==> src/rtl/pregs_pkg.sv <==
package pregs_pkg;

    localparam int SEL_W  = 2;
    localparam int MODE_W = 4;

    // Control register layout: bit0 enable, bit1 aux, bits[3:2] select
    typedef struct packed {
        logic [SEL_W-1:0] sel;
        logic             aux;
        logic             en;
    } mode_t;

endpackage

==> src/rtl/pregs_bus_sync.sv <==
module pregs_bus_sync #(
    parameter int DATA_W = 8,
    parameter int STAGES = 2
) (
    input  logic              clk,
    input  logic              rst_n,
    input  logic              cs_n,
    input  logic              rw,
    input  logic              a1,
    input  logic [DATA_W-1:0] d_in,
    output logic              cs_active,
    output logic              cs_rise,
    output logic              rw_h,
    output logic              a1_h,
    output logic [DATA_W-1:0] d_h
);

    localparam int W = DATA_W + 3;
    localparam logic [W-1:0] RST_VAL = {1'b1, {(W-1){1'b0}}};

    typedef struct packed {
        logic              cs_prev;
        logic              rw;
        logic              a1;
        logic [DATA_W-1:0] d;
    } hold_t;

    logic [W-1:0] stg_q [STAGES];
    logic [W-1:0] raw;
    logic [W-1:0] synced;
    hold_t        h_d, h_q;

    assign raw = {cs_n, rw, a1, d_in};

    // Synchronizer chain: cs, direction, address and data travel together
    for (genvar g = 0; g < STAGES; g++) begin : g_stage
        if (g == 0) begin : g_first
            always_ff @(posedge clk or negedge rst_n) begin
                if (!rst_n) stg_q[g] <= RST_VAL;
                else        stg_q[g] <= raw;
            end
        end else begin : g_next
            always_ff @(posedge clk or negedge rst_n) begin
                if (!rst_n) stg_q[g] <= RST_VAL;
                else        stg_q[g] <= stg_q[g-1];
            end
        end
    end

    assign synced = stg_q[STAGES-1];

    always_comb begin
        h_d         = h_q;
        h_d.cs_prev = synced[W-1];
        if (!synced[W-1]) begin
            h_d.rw = synced[W-2];
            h_d.a1 = synced[W-3];
            h_d.d  = synced[DATA_W-1:0];
        end
    end

    always_ff @(posedge clk or negedge rst_n) begin
        if (!rst_n) h_q <= '{cs_prev: 1'b1, rw: 1'b0, a1: 1'b0, d: '0};
        else        h_q <= h_d;
    end

    assign cs_active = !synced[W-1] && !h_q.cs_prev;
    assign cs_rise   = synced[W-1] && !h_q.cs_prev;
    assign rw_h      = h_q.rw;
    assign a1_h      = h_q.a1;
    assign d_h       = h_q.d;

    // a completed access yields exactly one commit strobe
    p_single_commit_r5: assert property (@(posedge clk) disable iff (!rst_n)
        cs_rise |=> !cs_rise);

endmodule

==> src/rtl/pregs_irq.sv <==
module pregs_irq (
    input  logic clk,
    input  logic rst_n,
    input  logic enable,
    input  logic event_i,
    input  logic clear_i,
    output logic irq_pull
);

    logic pend_d, pend_q;

    always_comb begin
        pend_d = pend_q;
        if (clear_i)            pend_d = 1'b0;
        if (event_i && enable)  pend_d = 1'b1;
        if (!enable)            pend_d = 1'b0;
    end

    always_ff @(posedge clk or negedge rst_n) begin
        if (!rst_n) pend_q <= 1'b0;
        else        pend_q <= pend_d;
    end

    assign irq_pull = pend_q && enable;

    p_irq_sticky_r7: assert property (@(posedge clk) disable iff (!rst_n)
        (irq_pull && enable && !clear_i) |=> irq_pull);

    p_irq_ack_r8: assert property (@(posedge clk) disable iff (!rst_n)
        (clear_i && !event_i) |=> !irq_pull);

    p_irq_gated_r9: assert property (@(posedge clk) disable iff (!rst_n)
        !enable |=> !irq_pull);

endmodule

==> src/rtl/pregs_regfile.sv <==
module pregs_regfile #(
    parameter int DATA_W      = 8,
    parameter int NUM_DATA    = 3,
    parameter int SYNC_STAGES = 2
) (
    input  logic                         clk,
    input  logic                         rst_n,
    input  logic                         bus_cs_n,
    input  logic                         bus_rw,
    input  logic                         bus_a1,
    input  logic [DATA_W-1:0]            bus_d_in,
    output logic [DATA_W-1:0]            bus_d_out,
    output logic                         bus_d_oe,
    input  logic                         irq_event,
    output logic                         irq_pull,
    output logic                         mode_aux,
    output logic [NUM_DATA*DATA_W-1:0]   data_regs
);

    import pregs_pkg::*;

    typedef struct packed {
        mode_t                              mode;
        logic [NUM_DATA-1:0][DATA_W-1:0]    regs;
    } state_t;

    state_t             st_d, st_q;
    logic               cs_active, cs_rise, rw_h, a1_h;
    logic [DATA_W-1:0]  d_h;
    logic               mode_touch;
    logic [DATA_W-1:0]  rd_data;

    pregs_bus_sync #(
        .DATA_W (DATA_W),
        .STAGES (SYNC_STAGES)
    ) u_sync (
        .clk       (clk),
        .rst_n     (rst_n),
        .cs_n      (bus_cs_n),
        .rw        (bus_rw),
        .a1        (bus_a1),
        .d_in      (bus_d_in),
        .cs_active (cs_active),
        .cs_rise   (cs_rise),
        .rw_h      (rw_h),
        .a1_h      (a1_h),
        .d_h       (d_h)
    );

    assign mode_touch = cs_rise && !a1_h;

    always_comb begin
        st_d = st_q;
        if (cs_rise && !rw_h) begin
            if (!a1_h) begin
                st_d.mode = mode_t'(d_h[MODE_W-1:0]);
            end else begin
                for (int i = 0; i < NUM_DATA; i++) begin
                    if (st_q.mode.sel == SEL_W'(i)) st_d.regs[i] = d_h;
                end
            end
        end
    end

    always_ff @(posedge clk or negedge rst_n) begin
        if (!rst_n) st_q <= '0;
        else        st_q <= st_d;
    end

    always_comb begin
        rd_data = '0;
        if (!a1_h) begin
            rd_data[MODE_W-1:0] = st_q.mode;
        end else begin
            for (int i = 0; i < NUM_DATA; i++) begin
                if (st_q.mode.sel == SEL_W'(i)) rd_data = st_q.regs[i];
            end
        end
    end

    assign bus_d_out = rd_data;
    assign bus_d_oe  = cs_active && rw_h;
    assign mode_aux  = st_q.mode.aux;
    assign data_regs = st_q.regs;

    pregs_irq u_irq (
        .clk      (clk),
        .rst_n    (rst_n),
        .enable   (st_q.mode.en),
        .event_i  (irq_event),
        .clear_i  (mode_touch),
        .irq_pull (irq_pull)
    );

    p_mode_load_r2: assert property (@(posedge clk) disable iff (!rst_n)
        (cs_rise && !rw_h && !a1_h) |=> (st_q.mode == $past(d_h[MODE_W-1:0])));

    p_sel3_nowrite_r4: assert property (@(posedge clk) disable iff (!rst_n)
        (cs_rise && !rw_h && a1_h && st_q.mode.sel == SEL_W'(NUM_DATA)) |=> $stable(data_regs));

    p_write_no_drive_r6: assert property (@(posedge clk) disable iff (!rst_n)
        (cs_active && !rw_h) |-> !bus_d_oe);

endmodule

==> config.mk <==
export PLATFORM = sky130hd
export DESIGN_NAME = pregs_regfile
export DESIGN_NICKNAME = d
export VERILOG_FILES = /design/src/rtl/pregs_pkg.sv /design/src/rtl/pregs_bus_sync.sv /design/src/rtl/pregs_irq.sv /design/src/rtl/pregs_regfile.sv
export SDC_FILE = /design/constraint.sdc
export NUM_CORES = 1
export LEC_CHECK = 0
export BUFFER_PORTS_ARGS = -buffer_cell sky130_fd_sc_hd__clkbuf_2
export CAP_MARGIN = 20
export CELL_PAD_IN_SITES_DETAIL_PLACEMENT = 0
export CELL_PAD_IN_SITES_GLOBAL_PLACEMENT = 1
export CORE_MARGIN = 5
export CORE_UTILIZATION = 45
export CTS_CLUSTER_SIZE = 14
export DETAILED_ROUTE_END_ITERATION = 10
export PLACE_DENSITY = 0.81
export SLEW_MARGIN = 20
export SYNTH_ARGS = -nofsm -noshare
export SYNTH_HDL_FRONTEND = slang
export SYNTH_HIERARCHICAL = 1
export SYNTH_SLANG_ARGS = --single-unit
==> constraint.sdc <==
create_clock -name clk -period 3.5 [get_ports clk]
set_clock_uncertainty 0.05 [all_clocks]
set_input_delay 0 -clock clk [delete_from_list [all_inputs] [get_ports clk]]
set_output_delay 0 -clock clk [all_outputs]
set_load 0.05 [all_outputs]
==> impl_results.md <==
* Outcome: finished clean
* Final Max Slew Viols at 0
* Share of post-route cells with drive strength above 1 at 51.5%
* Type of the worst min-delay path: input pin to flop
* 1st-iter DRT viols at 78
* Complex-gate fraction of the synthesized area at 2.47%
* Gate Count Post-Synth at 187
* Post-Synth Adder-Cell Area at 0%
* RR Endpoint: data_regs[10]
* Root buf cell: clkbuf_8
* Setup TNS at 0 ns
* Post-synthesis simple-gate area fraction at roughly 7.2%
* Sink Count at 62
* Commonest non-fill, non-tap cell in the layout: dfrtp_1
* VDD IR max at 442 uV
* Post-route ant nets at 0
* Max cap viols at 0
* Endpoints failing setup at 0
* Most frequent cells in the layout: dfrtp_1 (59), clkbuf_2 (47), mux2_2 (23)
* Gr usage total at between 10 and 15%
* Kind of end point of the critical path: flop
* Synth Area in XOR/XNOR at 0%
* Startpoint Class: flop
* Synth cell types at 27
* Largest family of logic cells by synthesized area: multiplexers
* CORE AREA at 5850 um2
* Crit Path Class: flop to flop
* Max clock buf depth at 2
* DR WL/cell at around 15 um
* Worst reg2reg setup slack at between 1 and 1.5 ns
* Setup repair bufs after CTS at 0
* Worst-margin pin slew at 0.909 ns
* # DRC at 0
* Yosys reg bits at 62
* Cell Rows at 28
* Worst Setup EP: data_regs[10]
* Initial Util at a little under half
* CP startpoint: u_sync/synced[10]
* Top cell type's share of synthesized area at 55.0%
* RSZ-0062 raised after global routing: false
* F_max at between 400 and 500 MHz
* Worst-path clk slew at approximately 0.060 ns
* Fin nets at approximately 240
* Worst R2R Start: u_sync/synced[10]
* Largest net degree at the start of global routing at 43
* Total CTS buffers at 9
* Area Overhead vs Synth at 13.5%
* Post-synthesis mux area share at 21.2%
* CP Max Fanout at 13
* Vias in the first global route at ~1500
* Die height at between 80 and 90 um
* Final Util at a little over half
* Post-Synthesis Cell Area at around 2700 um2
* Detail Placement HPWL at between 3 and 4 mm
* Met3 wire len at about 260 um
* Vias/cell at ~4.6
* CTS tree: built
* Arr. time, crit path at around 2.6 ns
* DR vias at around 1400
* CP Data Required Time at between 3 and 4 ns
* Antenna diode count at 0
* WL met1 at between 2 and 2.5 mm
* PD cells at just over 900 nW/um2
* Final wirelength at about 4.7 mm
* Port Buf Inserts at 48
* Final critical path time including I/O delays and setup at roughly 2.4 ns
* H-tree levels at 3
* Worst-case reg-to-reg path depth at 4
* Highest metal used: met4
* Die W at approximately 87 um
* Final Hold Viols at 0
* Leakage power at ~1.5 nW
* Syn avg cell area at about 14 um2
* Syn nets at between 200 and 250
* Pre-Repair DR Iteration Count at 4
* Top-Level Pins at 49
* Ranking of synthesized cells by area: dfrtp_1 (55%), mux2_2 (9.6%), buf_4 (9.5%)
* Initial antenna violation count at 0
* Gpl congestion at 0.772
* Max transition margin at 39.4%
* Seq/Total Area, Yosys at between 50% and 60%
* Design Power at 2.80 mW
* Clk_lat worst skew at between 0.3 and 0.4 ns
* Total gr overflow at 0
* Synth area leader: dfrtp_1
* Die ar. at ~7600 um2
* Ys Warns at 6
* First-pass GRT wire length at between 7 and 8 mm
* Final worst path period share at 68.5%
* WL met2 at 2.28 mm
==> final cells by class <==
| class | count | area, um2 |
|---|---|---|
| clock inverter | 4 | 47.5 |
| multi-input combinational | 85 | 830 |
| fill | 500 | 2800 |
| clock buffer | 12 | 135 |
| sequential | 62 | 1560 |
| inverter | 2 | 7.51 |
| timing repair buffer | 62 | 378 |
| tap | 75 | 93.8 |
==> cell usage after synthesis, drive strengths merged <==
cell type	number
buf	37
o21ai	2
inv	2
o31ai	1
nand4b	1
nand2	7
o21a	1
or2	6
and3	1
clkbuf	1
mux2i	7
nor2	3
and2	2
nor3b	2
a22o	1
nor2b	5
a31oi	2
dfrtp	59
mux2	39
dfstp	3
a21oi	4
and2b	1
==> where the power goes <==
part | internal [mW] | switching (mW) | total [mW]
Sequential | 0.892 | 0.185 | 1.08
Clock | 0.327 | 0.256 | 0.583
Combinational | 0.358 | 0.782 | 1.14
Total | 1.58 | 1.22 | 2.80
==> routing by layer <==
| layer | vias up | track usage [%] |
|---|---|---|
| met3 | 6 | 5.11 |
| met2 | 30 | 21.5 |
| met1 | 685 | 17.6 |
| met4 | 0 | 7.53 |
| met5 | - | 0 |
| li1 | 669 | - |
==> repair_timing <==
item	4_1_cts	5_1_grt
hold buffers	13	0
hold endpoints to repair	50	0
gates resized for setup	0	0
==> stage by stage <==
stage                     setup WS (ns)  hold WS, ns  instance area [um2]  instances
after floorplan                    1.48       -0.346                 2690        187
after global placement             1.18       0.0394                 2730        273
after detailed placement           1.10       0.0397                 2730        273
after CTS                          1.09        0.223                 3050        302
after global routing               1.01        0.220                 3050        302
final                              1.10        0.243                 3050        302
==> sequential cells by signal, indices dropped and copies added (netlist names) <==
register       count
mode_aux           1
u_sync/d_h         8
u_sync/a1_h        1
u_irq/pend_q       1
u_sync/h_q         1
data_regs         24
u_sync/stg_q      11
u_sync/synced     11
st_q               3
u_sync/rw_h        1
==> cell families (layout without fill, tap and decap cells) <==
family	Yosys count	in the layout
multiplexers	46	46
AND/OR/NAND/NOR	28	28
flip-flops	62	62
AO/OA/AOI/OAI	11	11
buffers and inverters	40	80
==> worst max-delay path, cell delays in order (launching register included) <==
cell and delay [ns]:
dfstp_2 0.75, nor2b_1 0.35, nor3b_2 0.27, and3_1 0.52, mux2_4 0.34
==> how the worst min path moves through the flow <==
| stage | slack (ns) | cells after the start | start | to |
|---|---|---|---|---|
| 2_1_floorplan | -0.35 | 0 | rst_n | data_regs[0] |
| 3_3_place_gp | 0.04 | 1 | bus_cs_n | u_sync/stg_q[21] |
| 3_5_place_dp | 0.04 | 1 | bus_cs_n | u_sync/stg_q[21] |
| 4_1_cts | 0.22 | 2 | bus_cs_n | u_sync/stg_q[21] |
| 5_1_grt | 0.22 | 2 | bus_cs_n | u_sync/stg_q[21] |
| 6_report | 0.24 | 2 | bus_cs_n | u_sync/stg_q[21] |
(Power assumes the default switching activity.)
